==> src/rtl/auxreq_pkg.sv <==
// Shared encodings for the AUX request framer: command kinds, result
// classes, completion and reply codes. Assumes nothing beyond 1800-2017.
package auxreq_pkg;

    typedef enum logic [1:0] {
        K_NWR = 2'd0,
        K_NRD = 2'd1,
        K_IWR = 2'd2,
        K_IRD = 2'd3
    } req_kind_e;

    typedef enum logic [2:0] {
        E_OK      = 3'd0,
        E_TIMEOUT = 3'd1,
        E_IO      = 3'd2,
        E_PROTO   = 3'd3,
        E_REMOTE  = 3'd4,
        E_TOOBIG  = 3'd5
    } res_err_e;

    typedef enum logic [1:0] {
        A_FINISH = 2'd0,
        A_RETRY  = 2'd1,
        A_DEFER  = 2'd2
    } act_e;

    typedef enum logic [2:0] {
        S_IDLE  = 3'd0,
        S_SEND  = 3'd1,
        S_WAIT  = 3'd2,
        S_PAUSE = 3'd3,
        S_FIN   = 3'd4
    } fsm_e;

    localparam logic [3:0] CMD_NWR = 4'h8;
    localparam logic [3:0] CMD_NRD = 4'h9;
    localparam logic [3:0] CMD_IWR = 4'h0;
    localparam logic [3:0] CMD_IRD = 4'h1;
    localparam logic [3:0] CMD_MOT = 4'h4;

    localparam logic [1:0] ST_OK      = 2'd0;
    localparam logic [1:0] ST_TIMEOUT = 2'd1;
    localparam logic [1:0] ST_BUSY    = 2'd2;
    localparam logic [1:0] ST_ERROR   = 2'd3;

    localparam logic [1:0] RP_ACK   = 2'd0;
    localparam logic [1:0] RP_NACK  = 2'd1;
    localparam logic [1:0] RP_DEFER = 2'd2;

endpackage

==> src/rtl/auxreq_hdr.sv <==
// Header builder: forms the five header bytes and the total message length
// from a latched command. Purely combinational.
// Assumes LEN_W >= 4 so that the length-minus-one nibble exists.
module auxreq_hdr
    import auxreq_pkg::*;
#(
    parameter int LEN_W = 5
) (
    input  req_kind_e          kind,
    input  logic [15:0]        addr,
    input  logic [LEN_W-1:0]   len,
    input  logic               stop,
    input  logic [7:0]         wdata,
    output logic [39:0]        hdr,
    output logic [LEN_W:0]     msg_len
);
    localparam int ML_W = LEN_W + 1;

    logic [3:0]       cmd;
    logic [7:0]       b3;
    logic [7:0]       b4;
    logic [LEN_W-1:0] lm1;

    assign lm1 = len - LEN_W'(1);

    // Select the command code, total length and trailing bytes per kind.
    always_comb begin
        cmd     = CMD_IWR;
        msg_len = ML_W'(4);
        b4      = 8'h00;
        case (kind)
            K_NWR: begin
                cmd     = CMD_NWR;
                msg_len = ML_W'(len) + ML_W'(4);
            end
            K_NRD: begin
                cmd     = CMD_NRD;
                msg_len = ML_W'(4);
            end
            K_IWR: begin
                cmd     = stop ? CMD_IWR : (CMD_IWR | CMD_MOT);
                msg_len = ML_W'(5);
                b4      = wdata;
            end
            default: begin
                cmd     = stop ? CMD_IRD : (CMD_IRD | CMD_MOT);
                msg_len = ML_W'(4);
            end
        endcase
        if (kind[1])
            b3 = {msg_len[3:0], 4'h0};
        else
            b3 = {msg_len[3:0], lm1[3:0]};
    end

    assign hdr = {b4, b3, cmd, 4'h0, addr[15:8], addr[7:0]};

endmodule

==> src/rtl/auxreq_judge.sv <==
// Completion judge: classifies one channel completion into finish, retry or
// defer, and forms the error class, clamped count and read byte.
// Combinational; assumes its inputs are only meaningful while ch_done is high.
module auxreq_judge
    import auxreq_pkg::*;
#(
    parameter int LEN_W = 5
) (
    input  req_kind_e          kind,
    input  logic [LEN_W-1:0]   len,
    input  logic [LEN_W-1:0]   bufsz,
    input  logic [1:0]         status,
    input  logic [7:0]         reply,
    input  logic [7:0]         rdata,
    input  logic [LEN_W-1:0]   rcount,
    input  logic               last_try,
    output act_e               act,
    output res_err_e           err,
    output logic [LEN_W-1:0]   count,
    output logic [7:0]         rbyte
);
    logic [LEN_W-1:0] clamped;
    logic             native;
    res_err_e         reject_err;

    assign clamped    = (rcount > bufsz) ? bufsz : rcount;
    assign native     = ~kind[1];
    assign reject_err = native ? E_IO : E_REMOTE;

    // Decide the outcome of one attempt, then fold in the attempt limit.
    always_comb begin
        act   = A_FINISH;
        err   = E_OK;
        count = '0;
        rbyte = 8'h00;
        case (status)
            ST_TIMEOUT: err = E_TIMEOUT;
            ST_ERROR:   err = E_IO;
            ST_BUSY:    act = A_RETRY;
            default: begin
                case (reply[1:0])
                    RP_ACK: begin
                        if (kind == K_NWR) begin
                            count = len;
                        end else if (kind == K_NRD) begin
                            if (clamped == '0)
                                err = E_PROTO;
                            else
                                count = clamped;
                        end else begin
                            case (reply[3:2])
                                RP_ACK: begin
                                    count = clamped;
                                    if (kind == K_IRD)
                                        rbyte = rdata;
                                end
                                RP_DEFER: act = A_DEFER;
                                default:  err = E_REMOTE;
                            endcase
                        end
                    end
                    RP_DEFER: act = A_DEFER;
                    default:  err = reject_err;
                endcase
            end
        endcase
        if (act != A_FINISH && last_try) begin
            act   = A_FINISH;
            err   = reject_err;
            count = '0;
            rbyte = 8'h00;
        end
    end

endmodule

==> src/rtl/auxreq_wait.sv <==
// Pause timer: after a load it counts CYC cycles and flags the last one.
// Assumes CYC >= 1; a load while running restarts the count.
module auxreq_wait #(
    parameter int CYC = 100000
) (
    input  logic clk,
    input  logic rst_n,
    input  logic load,
    output logic expired
);
    localparam int CW = (CYC > 1) ? $clog2(CYC) : 1;

    logic [CW-1:0] cnt;
    logic          running;

    // Down-counter from CYC-1 to zero while running.
    always_ff @(posedge clk) begin
        if (!rst_n) begin
            cnt     <= '0;
            running <= 1'b0;
        end else if (load) begin
            cnt     <= CW'(CYC - 1);
            running <= 1'b1;
        end else if (running) begin
            if (cnt == '0)
                running <= 1'b0;
            else
                cnt <= cnt - CW'(1);
        end
    end

    assign expired = running && (cnt == '0);

endmodule

==> src/rtl/auxreq_engine.sv <==
// AUX request framer with retry: latches one command, issues its header to
// the channel, judges each completion and re-sends on busy or after a pause
// on defer, for at most MAX_TRIES attempts. Assumes req_valid only while
// idle and ch_done only while an attempt is outstanding.
module auxreq_engine
    import auxreq_pkg::*;
#(
    parameter int LEN_W       = 5,
    parameter int MAX_TRIES   = 4,
    parameter int MAX_PAYLOAD = 16,
    parameter int CLK_MHZ     = 250,
    parameter int WAIT_US     = 400
) (
    input  logic               clk,
    input  logic               rst_n,
    input  logic               req_valid,
    input  logic [1:0]         req_kind,
    input  logic [15:0]        req_addr,
    input  logic [LEN_W-1:0]   req_len,
    input  logic               req_stop,
    input  logic [7:0]         req_wdata,
    input  logic [LEN_W-1:0]   req_bufsz,
    output logic               ch_start,
    output logic [39:0]        ch_hdr,
    output logic [LEN_W:0]     ch_msg_len,
    input  logic               ch_done,
    input  logic [1:0]         ch_status,
    input  logic [7:0]         ch_reply,
    input  logic [7:0]         ch_rdata,
    input  logic [LEN_W-1:0]   ch_rcount,
    output logic               done,
    output logic [2:0]         res_err,
    output logic [LEN_W-1:0]   res_count,
    output logic [7:0]         res_byte
);
    localparam int WAIT_CYC = CLK_MHZ * WAIT_US;
    localparam int TW       = $clog2(MAX_TRIES + 1);
    localparam logic [LEN_W-1:0] PAYLOAD_LIM = LEN_W'(MAX_PAYLOAD);
    localparam logic [TW-1:0]    LAST_TRY    = TW'(MAX_TRIES - 1);

    fsm_e             st;
    req_kind_e        kind_q;
    logic [15:0]      addr_q;
    logic [LEN_W-1:0] len_q;
    logic             stop_q;
    logic [7:0]       wdata_q;
    logic [LEN_W-1:0] bufsz_q;
    logic [TW-1:0]    tries;

    act_e             j_act;
    res_err_e         j_err;
    logic [LEN_W-1:0] j_count;
    logic [7:0]       j_byte;
    logic             pause_load;
    logic             pause_over;
    logic             too_big;

    assign too_big = (req_kind_e'(req_kind) == K_NWR) && (req_len > PAYLOAD_LIM);

    auxreq_hdr #(.LEN_W(LEN_W)) u_hdr (
        .kind    (kind_q),
        .addr    (addr_q),
        .len     (len_q),
        .stop    (stop_q),
        .wdata   (wdata_q),
        .hdr     (ch_hdr),
        .msg_len (ch_msg_len)
    );

    auxreq_judge #(.LEN_W(LEN_W)) u_judge (
        .kind     (kind_q),
        .len      (len_q),
        .bufsz    (bufsz_q),
        .status   (ch_status),
        .reply    (ch_reply),
        .rdata    (ch_rdata),
        .rcount   (ch_rcount),
        .last_try (tries == LAST_TRY),
        .act      (j_act),
        .err      (j_err),
        .count    (j_count),
        .rbyte    (j_byte)
    );

    assign pause_load = (st == S_WAIT) && ch_done && (j_act == A_DEFER);

    auxreq_wait #(.CYC(WAIT_CYC)) u_wait (
        .clk     (clk),
        .rst_n   (rst_n),
        .load    (pause_load),
        .expired (pause_over)
    );

    // Command sequencer: accept, send, judge, pause and report.
    always_ff @(posedge clk) begin
        if (!rst_n) begin
            st        <= S_IDLE;
            kind_q    <= K_NWR;
            addr_q    <= '0;
            len_q     <= '0;
            stop_q    <= 1'b0;
            wdata_q   <= '0;
            bufsz_q   <= '0;
            tries     <= '0;
            res_err   <= '0;
            res_count <= '0;
            res_byte  <= '0;
        end else begin
            case (st)
                S_IDLE: begin
                    if (req_valid) begin
                        kind_q  <= req_kind_e'(req_kind);
                        addr_q  <= req_addr;
                        len_q   <= req_len;
                        stop_q  <= req_stop;
                        wdata_q <= req_wdata;
                        bufsz_q <= req_bufsz;
                        tries   <= '0;
                        if (too_big) begin
                            res_err   <= E_TOOBIG;
                            res_count <= '0;
                            res_byte  <= '0;
                            st        <= S_FIN;
                        end else begin
                            st <= S_SEND;
                        end
                    end
                end
                S_SEND: st <= S_WAIT;
                S_WAIT: begin
                    if (ch_done) begin
                        case (j_act)
                            A_RETRY: begin
                                tries <= tries + TW'(1);
                                st    <= S_SEND;
                            end
                            A_DEFER: begin
                                tries <= tries + TW'(1);
                                st    <= S_PAUSE;
                            end
                            default: begin
                                res_err   <= j_err;
                                res_count <= j_count;
                                res_byte  <= j_byte;
                                st        <= S_FIN;
                            end
                        endcase
                    end
                end
                S_PAUSE: begin
                    if (pause_over)
                        st <= S_SEND;
                end
                default: st <= S_IDLE;
            endcase
        end
    end

    assign ch_start = (st == S_SEND);
    assign done     = (st == S_FIN);

endmodule

==> config.mk <==
export PLATFORM = sky130hd
export DESIGN_NAME = auxreq_engine
export DESIGN_NICKNAME = d
export VERILOG_FILES = /design/src/rtl/auxreq_pkg.sv /design/src/rtl/auxreq_hdr.sv /design/src/rtl/auxreq_judge.sv /design/src/rtl/auxreq_wait.sv /design/src/rtl/auxreq_engine.sv
export SDC_FILE = /design/constraint.sdc
export NUM_CORES = 1
export LEC_CHECK = 0
export CAP_MARGIN = 20
export CORE_MARGIN = 1.5
export CORE_UTILIZATION = 40
export CTS_CLUSTER_DIAMETER = 60
export DETAILED_ROUTE_END_ITERATION = 6
export DONT_BUFFER_PORTS = 1
export SETUP_SLACK_MARGIN = 0.5
export SKIP_LAST_GASP = 1
export SYNTH_ARGS = -nofsm -noshare
export SYNTH_HDL_FRONTEND = slang
export SYNTH_SLANG_ARGS = --single-unit
==> constraint.sdc <==
create_clock -name clk -period 3.8 [get_ports clk]
set_input_delay 0.38 -clock clk [delete_from_list [all_inputs] [get_ports clk]]
set_output_delay 0.38 -clock clk [all_outputs]
set_load 0.1 [all_outputs]
==> metrics, run 1 <==
status=finished, violations left; failing checks=design-rule violations; Finish-stage setup viols=0; die height=between 90 and 100 microns; cell taking the most area after synthesis=dfxtp_1; Layout Cells excl Fill=591; vias per cell=~5.4; routed vias=3180; Sink Count=between 70 and 80; Clk Latency, worst-skew pair=0.35 ns; drt total wl=around 9000 microns; Post-synth top flop=dfxtp_1; slew of the pin with the lowest slew margin=between 1 and 1.5 ns; number of global-route vias before repair=about 3100; CTS Root Cell=clkbuf_8; post-route clock period utilization=0.744; Yosys reg bits=77; Port Buf Inserts=0; Synth async-reset ratio=0; unrepaired setup endpoints after global routing=no; # DRC=12; synth cell count leaders=nand2_1 (101), dfxtp_1 (77), a21oi_1 (62), nor2_1 (46); Util after Layout=0.470; nature of the critical path endpoint=flip-flop; layout overhead on the synthesized area=12.5%; Setup TNS Final=0 ns; Worst EP required=a little over 4 ns; Initial DRC Count=~110; WP data arrival=between 3 and 4 ns; CTS tree=done; DP Worst Slack=just over 0.9 ns; Power Total=around 0.0023 W; drt wl/cell=15.3 microns; post-CTS setup buffer count=0; diode count=0; # resized after CTS=0; Slew HR=0.276; synth unique cells=58; Nets=roughly 550; largest net degree at the start of global routing=38; Antenna Violating Nets Remaining=0; clk buf depth=2; Max FO, Critical Path=6; hold_buf cts=0; Die Area=9770 sq um; top post-synthesis cells by area=dfxtp_1 (42%), nand2_1 (10%), a21oi_1 (8.4%); drt first pass iters=7; first-pass GRT wire length=14700 microns; remaining global-route overflow=0; CTS H-tree lvls=3; GRT Util Overall=0.188; Synth Warn #=0; P per Cell Area=between 500 and 600 nW/um^2; f_max=between 0.3 and 0.4 GHz; startpoint types=flip-flop; Horiz. Die Dim=between 90 and 100 microns; Initial Util=0.417; # fillers=approximately 860; Reg clk slew, reported paths=around 0.09 ns; CTS buffer count=9; skew final=0.0111 ns; Hold Path Class=in -> reg; Mapped Cells=around 470; routability cong.=0.849; max-cap viol count=0; area occupied by multi-input gates=roughly 2000 sq um; Setup CP Type=reg -> reg; share of layout cells above drive strength 1=0.130; Top Ports=between 100 and 150; number of flops mapped to enable cells by yosys=0; most frequent cell after synthesis=nand2_1; Period minus WS final=between 2 and 3 ns; Core Rows=34; initial antenna violation count=0; Hold Fails Final Rpt=0; Leakage=between 1.5 and 2 nW; Inst Count DP=between 500 and 600; dpl hpwl=~6600 microns; CORE AREA=8810 sq um; average cell area after synthesis=around 7.8 sq um; register area share after synthesis=0.419; Final Slew Violations=0; register area=around 1500 sq um; worst setup margin=between 0.9 and 1 ns; Cell Area, Synth=between 3000 and 4000 sq um; Synth top area share=0.419; peak supply drop=187 uV
==> cell type report <==
class / count / share of cell area
Timing Repair Buffer: 23 / 0.0551
Sequential cell: 77 / 0.373
Tap cell: 108 / 0.0327
Multi-Input combinational cell: 349 / 0.475
Inverter: 18 / 0.0163
Clock inverter: 6 / 0.0172
Clock buffer: 10 / 0.0309
==> critical path, cell delays in order (launching register included) <==
cell and delay [ns]:
dfxtp_1 0.33, ha_1 0.20, ha_1 0.27, nor2_1 0.12
nand2_1 0.06, ha_1 0.32, nand2_1 0.08, or4_4 0.45
a2111oi_4 0.30, nand2_2 0.13, or2_4 0.28, o221ai_1 0.18
==> placed cells by master, fill, tap and decap left out, drive strengths merged, types with 3 or more instances in the layout <==
master	n
xnor2	10
nor2	46
conb	5
buf	21
nand3	4
o21ai	11
nor3	10
a21oi	62
inv	19
nor4	8
nor3b	3
ha	11
o221ai	5
nand2	102
a22oi	9
and2	14
nand4	3
dfxtp	77
xor2	5
clkbuf	12
or2	4
==> cells by family after synthesis <==
family          count (synthesis)  share of synthesized area
compound gates                107                      0.181
xor+xnor                       15                     0.0357
fa+ha+maj                      11                     0.0374
buf+inv                        49                     0.0606
flops                          77                      0.419
mux                             3                    0.00851
other cells                     1                    0.00102
simple gates                  208                      0.256
==> report_power, final <==
group | switching [W] | internal (W) | leakage [nW] | total (W)
Clock | 0.000318 | 0.000308 | 0.0931 | 0.000626
Sequential | 0.000197 | 0.000858 | 0.626 | 0.00106
Combinational | 0.000487 | 0.000141 | 0.835 | 0.000628
Total | 0.00100 | 0.00131 | 1.55 | 0.00231
==> stage by stage <==
stage | hold slack, ns | instance area [sq um]
floorplan | 0.432 | 3690
global placement | 0.438 | 3940
detailed placement | 0.442 | 3940
CTS | 0.127 | 4140
global route | 0.134 | 4140
finish | 0.152 | 4140
==> path summary, 6_finish.rpt <==
check,startpoint,end,slack [ns],depth (start not counted)
hold reg to reg,wdata_q[5]$_SDFFE_PN0P_,wdata_q[5]$_SDFFE_PN0P_,0.45,2
hold / removal,req_addr[3],addr_q[3]$_SDFFE_PN0P_,0.15,2
setup / recovery,tries[0]$_SDFFE_PN0P_,res_count[2]$_SDFFE_PN0P_,0.97,11
setup reg to reg,tries[0]$_SDFFE_PN0P_,res_count[2]$_SDFFE_PN0P_,0.97,11
==> state kept, by name, indices dropped and copies added (netlist names) <==
name            cells
wdata_q             8
addr_q             16
st                  3
kind_q              2
bufsz_q             5
res_err             3
res_count           5
len_q               5
u_wait.running      1
stop_q              1
u_wait.cnt         17
res_byte            8
tries               3
==> metal layers <==
| metal | wire (microns) | track usage | vias up |
|---|---|---|---|
| li1 | - | - | 1613 |
| met1 | 3770 | 0.209 | 1460 |
| met2 | 4350 | 0.326 | 94 |
| met3 | 770 | 0.0702 | 13 |
| met4 | 133 | 0.0758 | 0 |
| met5 | 0 | 0 | - |
Power figures use the tool's default switching activity.
==> inputs of run 2 (changes only) <==
Settings changed: ABC_AREA set to 1.
Clock period 3.8 ns to 2.9 ns, I/O delays scaled along.
==> run 2 against run 1 <==
Compared with the run above: flip-flop and latch count unchanged; critical endpoint is now res_byte[6]$_SDFFE_PN0P_; largest power group is now combinational logic; register-to-register slack worse by 0.26 ns; highest routed layer unchanged; the flow now finishes without violations; wire length grew 4.6%; core utilization is 0.56 points higher.
==> metrics, run 2 <==
layout overhead on the synthesized area=14.6% (was 12.5%); Synth top area share=0.398 (was 0.419); Horiz. Die Dim=101 microns (was 98.9 microns); # DRC=0 (was 12); slowest stage delay, CP=0.33 ns (was 0.45 ns); synth cell count leaders=nand2_1 (97), dfxtp_1 (77), inv_1 (72), a21oi_1 (69), nor2_1 (50) (was nand2_1 (101), dfxtp_1 (77), a21oi_1 (62), nor2_1 (46)); CTS H-tree lvls=3 (unchanged); Leakage=1.88 nW (was 1.55 nW); Sink Count=77 (unchanged); commonest cells after routing, fill and taps aside=nand2_1 (96), dfxtp_1 (77), inv_1 (71) (was nand2_1 (100), dfxtp_1 (77), a21oi_1 (62)); Initial DRC Count=168 (was 108); register area share after synthesis=0.398 (was 0.419); WP data arrival=2.45 ns (was 3.09 ns); Worst EP required=3.16 ns (was 4.06 ns); routability cong.=0.853 (was 0.849); Nets=637 (was 553); Setup TNS Final=0 ns (unchanged); critical-path cell with the highest stage delay=dfxtp_1 (was or4_4); Antenna Violating Nets Remaining=0 (unchanged); Initial Util=0.415 (was 0.417); WHS Path Cells=2 (unchanged); CTS buffer count=9 (unchanged); status=finished, final reports clean (was finished, violations left); peak supply drop=735 uV (was 187 uV); Post-synth top flop=dfxtp_1 (unchanged); share of layout cells above drive strength 1=0.157 (was 0.130); first-pass GRT wire length=14600 microns (was 14700 microns); CTS tree=done (unchanged); max reg flops=17 (unchanged); clk buf depth=2 (unchanged); Reg clk slew, reported paths=0.08 ns (was 0.09 ns); Cell Area, Synth=3870 sq um (was 3680 sq um); skew final=0.00626 ns (was 0.0111 ns); average cell area after synthesis=7.09 sq um (was 7.80 sq um); number of global-route vias before repair=3255 (was 3082); vias per cell=5.12 (was 5.38); Setup CP Type=reg -> reg (unchanged); Slew HR=0.335 (was 0.276); Mapped Cells=546 (was 471); routed vias=3565 (was 3180); most frequent cell after synthesis=nand2_1 (unchanged); GRT Util Overall=0.180 (was 0.188); worst r2r path cells=14 (was 11); Final Slew Violations=0 (unchanged); Flop pwr share=0.387 (was 0.457); top post-synthesis cells by area=dfxtp_1 (40%), nand2_1 (9.4%), a21oi_1 (8.9%) (was dfxtp_1 (42%), nand2_1 (10%), a21oi_1 (8.4%)); startpoint types=flip-flop (unchanged); sw frac=0.518 (was 0.434); P per Cell Area=985 nW/um^2 (was 558 nW/um^2); synth unique cells=40 (was 58); Top Ports=128 (unchanged); drt first pass iters=5 (was 7); top flop regs=u_wait.cnt (17), addr_q (16) (unchanged); Hold Path Class=in -> reg (unchanged); CTS Root Cell=clkbuf_8 (unchanged); Synth async-reset ratio=0 (unchanged); remaining global-route overflow=0 (unchanged); Hold Fails Final Rpt=0 (unchanged); diode count=0 (unchanged); Reg with most FFs=u_wait.cnt (unchanged); dpl hpwl=6870 microns (was 6620 microns); nature of the critical path endpoint=flip-flop (unchanged); Synth Warn #=0 (unchanged); Yosys reg bits=77 (unchanged); initial antenna violation count=0 (unchanged); CORE AREA=9330 sq um (was 8810 sq um); slew of the pin with the lowest slew margin=0.996 ns (was 1.08 ns); switching power=0.00226 W (was 0.00100 W); max-cap viol count=0 (unchanged); Power Total=0.00437 W (was 0.00231 W); most common cell after layout, fill and taps aside=nand2_1 (unchanged); drt total wl=9440 microns (was 9030 microns); Core Rows=35 (was 34); drt wl/cell=13.6 microns (was 15.3 microns); Port Buf Inserts=0 (unchanged); Logic pwr share=0.406 (was 0.272); cell taking the most area after synthesis=dfxtp_1 (unchanged); Finish-stage setup viols=0 (unchanged); Die Area=10300 sq um (was 9770 sq um); Clk Latency, worst-skew pair=0.34 ns (was 0.35 ns); DP Worst Slack=0.429 ns (was 0.923 ns); largest net degree at the start of global routing=57 (was 38); Max FO, Critical Path=7 (was 6); worst setup margin=0.710 ns (was 0.972 ns); WHS=0.0660 ns (was 0.152 ns); unrepaired setup endpoints after global routing=no (unchanged); number of flops mapped to enable cells by yosys=0 (unchanged); Clk pwr share=0.207 (was 0.271); Util after Layout=0.475 (was 0.470); Period minus WS final=2.19 ns (was 2.83 ns); die height=101 microns (was 98.9 microns); cell internal pwr=0.00211 W (was 0.00131 W); post-route clock period utilization=0.755 (was 0.744); f_max=0.457 GHz (was 0.354 GHz); crit-path cells=ha_1 -> ha_2 -> nand2_2 -> nand3_1 -> ha_1 -> inv_1 -> nor2_2 -> inv_2 -> o31ai_4 -> nand2_2 -> buf_6 -> nor3_4 -> nand2_1 -> a21oi_1 (was ha_1 -> ha_1 -> nor2_1 -> nand2_1 -> ha_1 -> nand2_1 -> or4_4 -> a2111oi_4 -> nand2_2 -> or2_4 -> o221ai_1)
[run 2: routing by layer]
| metal | up-vias | wire, microns | track usage |
|---|---|---|---|
| met5 | - | 0 | 0 |
| met4 | 0 | 216 | 0.0684 |
| met3 | 23 | 576 | 0.0511 |
| met2 | 102 | 4520 | 0.328 |
| met1 | 1636 | 4120 | 0.199 |
| li1 | 1804 | - | - |
[run 2: layout make-up]
| class | count | area (sq um) |
|---|---|---|
| fillers | 943 | 4890 |
| multi-input cells | 368 | 1990 |
| flip-flops and latches | 77 | 1540 |
| inverters | 74 | 278 |
| repair buffers | 32 | 244 |
| well taps | 129 | 161 |
| clock buffers | 10 | 138 |
| clock inverters | 6 | 86.3 |
[run 2: final timing paths]
kind                    startpoint                          to  slack [ns]
max          tries[0]$_SDFFE_PN0P_    res_byte[6]$_SDFFE_PN0P_        0.71
min reg2reg  tries[2]$_SDFFE_PN0P_       tries[2]$_SDFFE_PN0P_        0.47
min                          rst_n  u_wait.cnt[9]$_SDFFE_PN0P_        0.07
max reg2reg  tries[0]$_SDFFE_PN0P_    res_byte[6]$_SDFFE_PN0P_        0.71
[run 2: kinds of logic after synthesis]
| group | count (synthesis) | synth area share |
|---|---|---|
| xor gates and xnor gates | 1 | 0.00226 |
| AOI/OAI and AO/OA | 128 | 0.176 |
| buffers and inverters | 106 | 0.126 |
| and+or+nand+nor | 222 | 0.261 |
| other | 1 | 0.000969 |
| adders and majority gates | 11 | 0.0356 |
| DFF | 77 | 0.398 |
[run 2: power groups by stage]
| stage | sequential, W | clock [W] | combinational, W |
|---|---|---|---|
| 4_1_cts | 0.00169 | 0.000929 | 0.00175 |
| 3_3_place_gp | 0.00171 | 0 | 0.00170 |
| 3_5_place_dp | 0.00171 | 0 | 0.00173 |
| 6_report | 0.00169 | 0.000904 | 0.00177 |
| 2_1_floorplan | 0.00168 | 0 | 0.00146 |
| 5_1_grt | 0.00171 | 0.000976 | 0.00189 |
[run 2: stage by stage]
step	cell area [sq um]	instances
4_1_cts	4400	695
6_report	4430	696
2_1_floorplan	3920	550
5_1_grt	4430	696
3_3_place_gp	4150	675
3_5_place_dp	4150	675
[run 2: repair_timing]
| item | in CTS | in global routing |
|---|---|---|
| hold buffers | 0 | 0 |
| gates cloned | 1 | 0 |
| setup endpoints to repair | 5 | 18 |
| pin swaps | 1 | 4 |
| resized for setup | 1 | 6 |
| setup buffers | 3 | 1 |
[run 2: worst max-delay path, delay by kind of cell (launching register included)]
family,cells,cell delay [ns]
flip-flops,1,0.33
adder cells (fa/ha/maj),3,0.66
buffers and inverters,3,0.27
AO/OA/AOI/OAI,2,0.19
AND/OR/NAND/NOR,6,0.66
==> inputs of run 3 (changes only) <==
Settings changed: ABC_AREA 1 to 0.
Clock period 2.9 ns to 1.9 ns, I/O delays scaled along.
==> run 3 against run 2 <==
Compared with the run above: the flow now finishes with violations (design-rule violations, negative setup slack); core utilization increased by 23 points; combinational power rose by 38%; design area is 40% higher; final cell count increased by 4.9%; first-iteration DRC count shrank 18%; worst setup slack lost 1.3 ns; clock power grew 44%; non-clock buffer count rose by 130; flip-flop and latch count is the same; wire length increased by 29%; fmax is 12% lower.
==> metrics, run 3 (same netlist as run 1, synthesis figures left out) <==
status=finished, violations left (was finished, final reports clean); failing checks=design-rule violations, negative setup slack; Clk Latency, worst-skew pair=0.35 ns (was 0.34 ns); Leakage=2.44 nW (was 1.88 nW); routability cong.=0.846 (was 0.853); Top Ports=128 (unchanged); worst setup margin=-0.589 ns (was 0.710 ns); first-pass GRT wire length=19300 microns (was 14600 microns); drt total wl=12100 microns (was 9440 microns); Hold Path Class=in -> reg (unchanged); Die Area=9770 sq um (was 10300 sq um); drt wl/cell=16.6 microns (was 13.6 microns); drt first pass iters=7 (was 5); f_max=0.402 GHz (was 0.457 GHz); Core Rows=34 (was 35); CORE AREA=8810 sq um (was 9330 sq um); Port Buf Inserts=0 (unchanged); WP data arrival=2.78 ns (was 2.45 ns); switching power=0.00231 W (was 0.00226 W); Initial Util=0.417 (was 0.415); worst r2r path cells=11 (was 14); CTS H-tree lvls=3 (unchanged); Power Total=0.00556 W (was 0.00437 W); routed vias=3924 (was 3565); clk buf depth=2 (unchanged); dpl hpwl=7300 microns (was 6870 microns); max-cap viol count=0 (unchanged); GRT Util Overall=0.246 (was 0.180); Logic pwr share=0.441 (was 0.406); unrepaired setup endpoints after global routing=yes (was no); Max FO, Critical Path=8 (was 7); # DRC=6 (was 0); CTS Root Cell=clkbuf_8 (unchanged); CTS buffer count=9 (unchanged); Inst Count DP=629 (was 675); remaining global-route overflow=0 (unchanged); peak supply drop=624 uV (was 735 uV); CTS tree=done (unchanged); Hold Fails Final Rpt=0 (unchanged); Initial DRC Count=137 (was 168); Worst EP required=2.19 ns (was 3.16 ns); Antenna Violating Nets Remaining=0 (unchanged); vias per cell=5.38 (was 5.12); share of layout cells above drive strength 1=0.394 (was 0.157); Setup CP Type=reg -> reg (unchanged); Sink Count=77 (unchanged); Period minus WS final=2.49 ns (was 2.19 ns); nature of the critical path endpoint=flip-flop (unchanged); skew final=0.0124 ns (was 0.00626 ns); max reg flops=17 (unchanged); WHS Path Cells=2 (unchanged); Layout Cells excl Fill=730 (was 696); die height=98.9 microns (was 101 microns); P per Cell Area=898 nW/um^2 (was 985 nW/um^2); sw frac=0.416 (was 0.518); Final Slew Violations=0 (unchanged); Horiz. Die Dim=98.9 microns (was 101 microns); Flop pwr share=0.325 (was 0.387); top flop regs=u_wait.cnt (17), addr_q (16) (unchanged); startpoint types=flip-flop (unchanged); WHS=0.0578 ns (was 0.0660 ns); layout overhead on the synthesized area=68.4% (was 14.6%); initial antenna violation count=0 (unchanged); Setup TNS Final=-9.68 ns (was 0 ns); commonest cells after routing, fill and taps aside=nand2_1 (95), buf_4 (73), dfxtp_1 (62) (was nand2_1 (96), dfxtp_1 (77), inv_1 (71)); most common cell after layout, fill and taps aside=nand2_1 (unchanged); cell internal pwr=0.00325 W (was 0.00211 W); largest net degree at the start of global routing=49 (was 57); post-route clock period utilization=1.31 (was 0.755); Nets=692 (was 637); number of global-route vias before repair=4115 (was 3255); Reg with most FFs=u_wait.cnt (unchanged); Reg clk slew, reported paths=0.09 ns (was 0.08 ns); Finish-stage setup viols=18 (was 0); Slew HR=0.644 (was 0.335); Clk pwr share=0.233 (was 0.207); slew of the pin with the lowest slew margin=0.529 ns (was 0.996 ns); diode count=0 (unchanged)
[run 3: path summary, 6_finish.rpt]
| check | to | slack, ns | from |
|---|---|---|---|
| setup reg to reg | res_byte[5]$_SDFFE_PN0P_ | -0.59 | tries[1]$_SDFFE_PN0P_ |
| setup / recovery | res_byte[5]$_SDFFE_PN0P_ | -0.59 | tries[1]$_SDFFE_PN0P_ |
| hold reg to reg | wdata_q[7]$_SDFFE_PN0P_ | 0.46 | wdata_q[7]$_SDFFE_PN0P_ |
| hold / removal | st[1]$_SDFFE_PN0P_ | 0.06 | req_valid |
[run 3: timing repair]
| action | 4_1_cts | 5_1_grt |
|---|---|---|
| cloned | 1 | 5 |
| resized for setup | 95 | 22 |
| buffers inserted | 29 | 3 |
| endpoints found under the hold margin | 49 | 0 |
| pin swaps | 46 | 16 |
| hold buffers | 47 | 0 |
| setup endpoints to repair | 104 | 100 |
[run 3: power by group through the flow]
stage / Combinational (W) / Clock (W) / Sequential [W]
2_1_floorplan: 0.00122 / 0 / 0.00213
3_3_place_gp: 0.00186 / 0 / 0.00183
3_5_place_dp: 0.00188 / 0 / 0.00183
4_1_cts: 0.00231 / 0.00133 / 0.00180
5_1_grt: 0.00257 / 0.00139 / 0.00182
6_report: 0.00245 / 0.00130 / 0.00181
[run 3: layout make-up]
cell class | count | area [sq um]
clock inverter | 7 | 80.1
inverter | 18 | 73.8
sequential | 77 | 1580
fill | 616 | 2620
multi-input combinational | 349 | 2480
tap | 108 | 135
clock buffer | 9 | 124
timing repair buffer | 162 | 1720
[run 3: stage by stage]
stage / utilization / setup slack, ns / cell area (sq um)
after CTS: 0.679 / -0.584 / 5980
final: 0.703 / -0.589 / 6190
after global placement: 0.531 / -0.658 / 4670
after detailed placement: 0.531 / -0.748 / 4670
after floorplan: - / -0.646 / 4090
after global routing: 0.703 / -0.699 / 6190
[run 3: worst max-delay path, cell delays in order, from the launching register on]
cell	delay, ns
dfxtp_2	0.35
ha_4	0.16
ha_4	0.17
nor2_4	0.08
nand2_2	0.07
ha_4	0.26
nand2_2	0.05
or4_4	0.43
a2111oi_4	0.31
and3_4	0.35
a22oi_1	0.09
nor2_1	0.10
[run 3: layer usage]
metal / global-route usage / vias to the layer above / share of wire
met1: 0.286 / 1847 / 0.40
met5: 0 / - / 0
met3: 0.0645 / 25 / 0.074
met2: 0.427 / 160 / 0.51
met4: 0.105 / 0 / 0.020
li1: - / 1892 / -
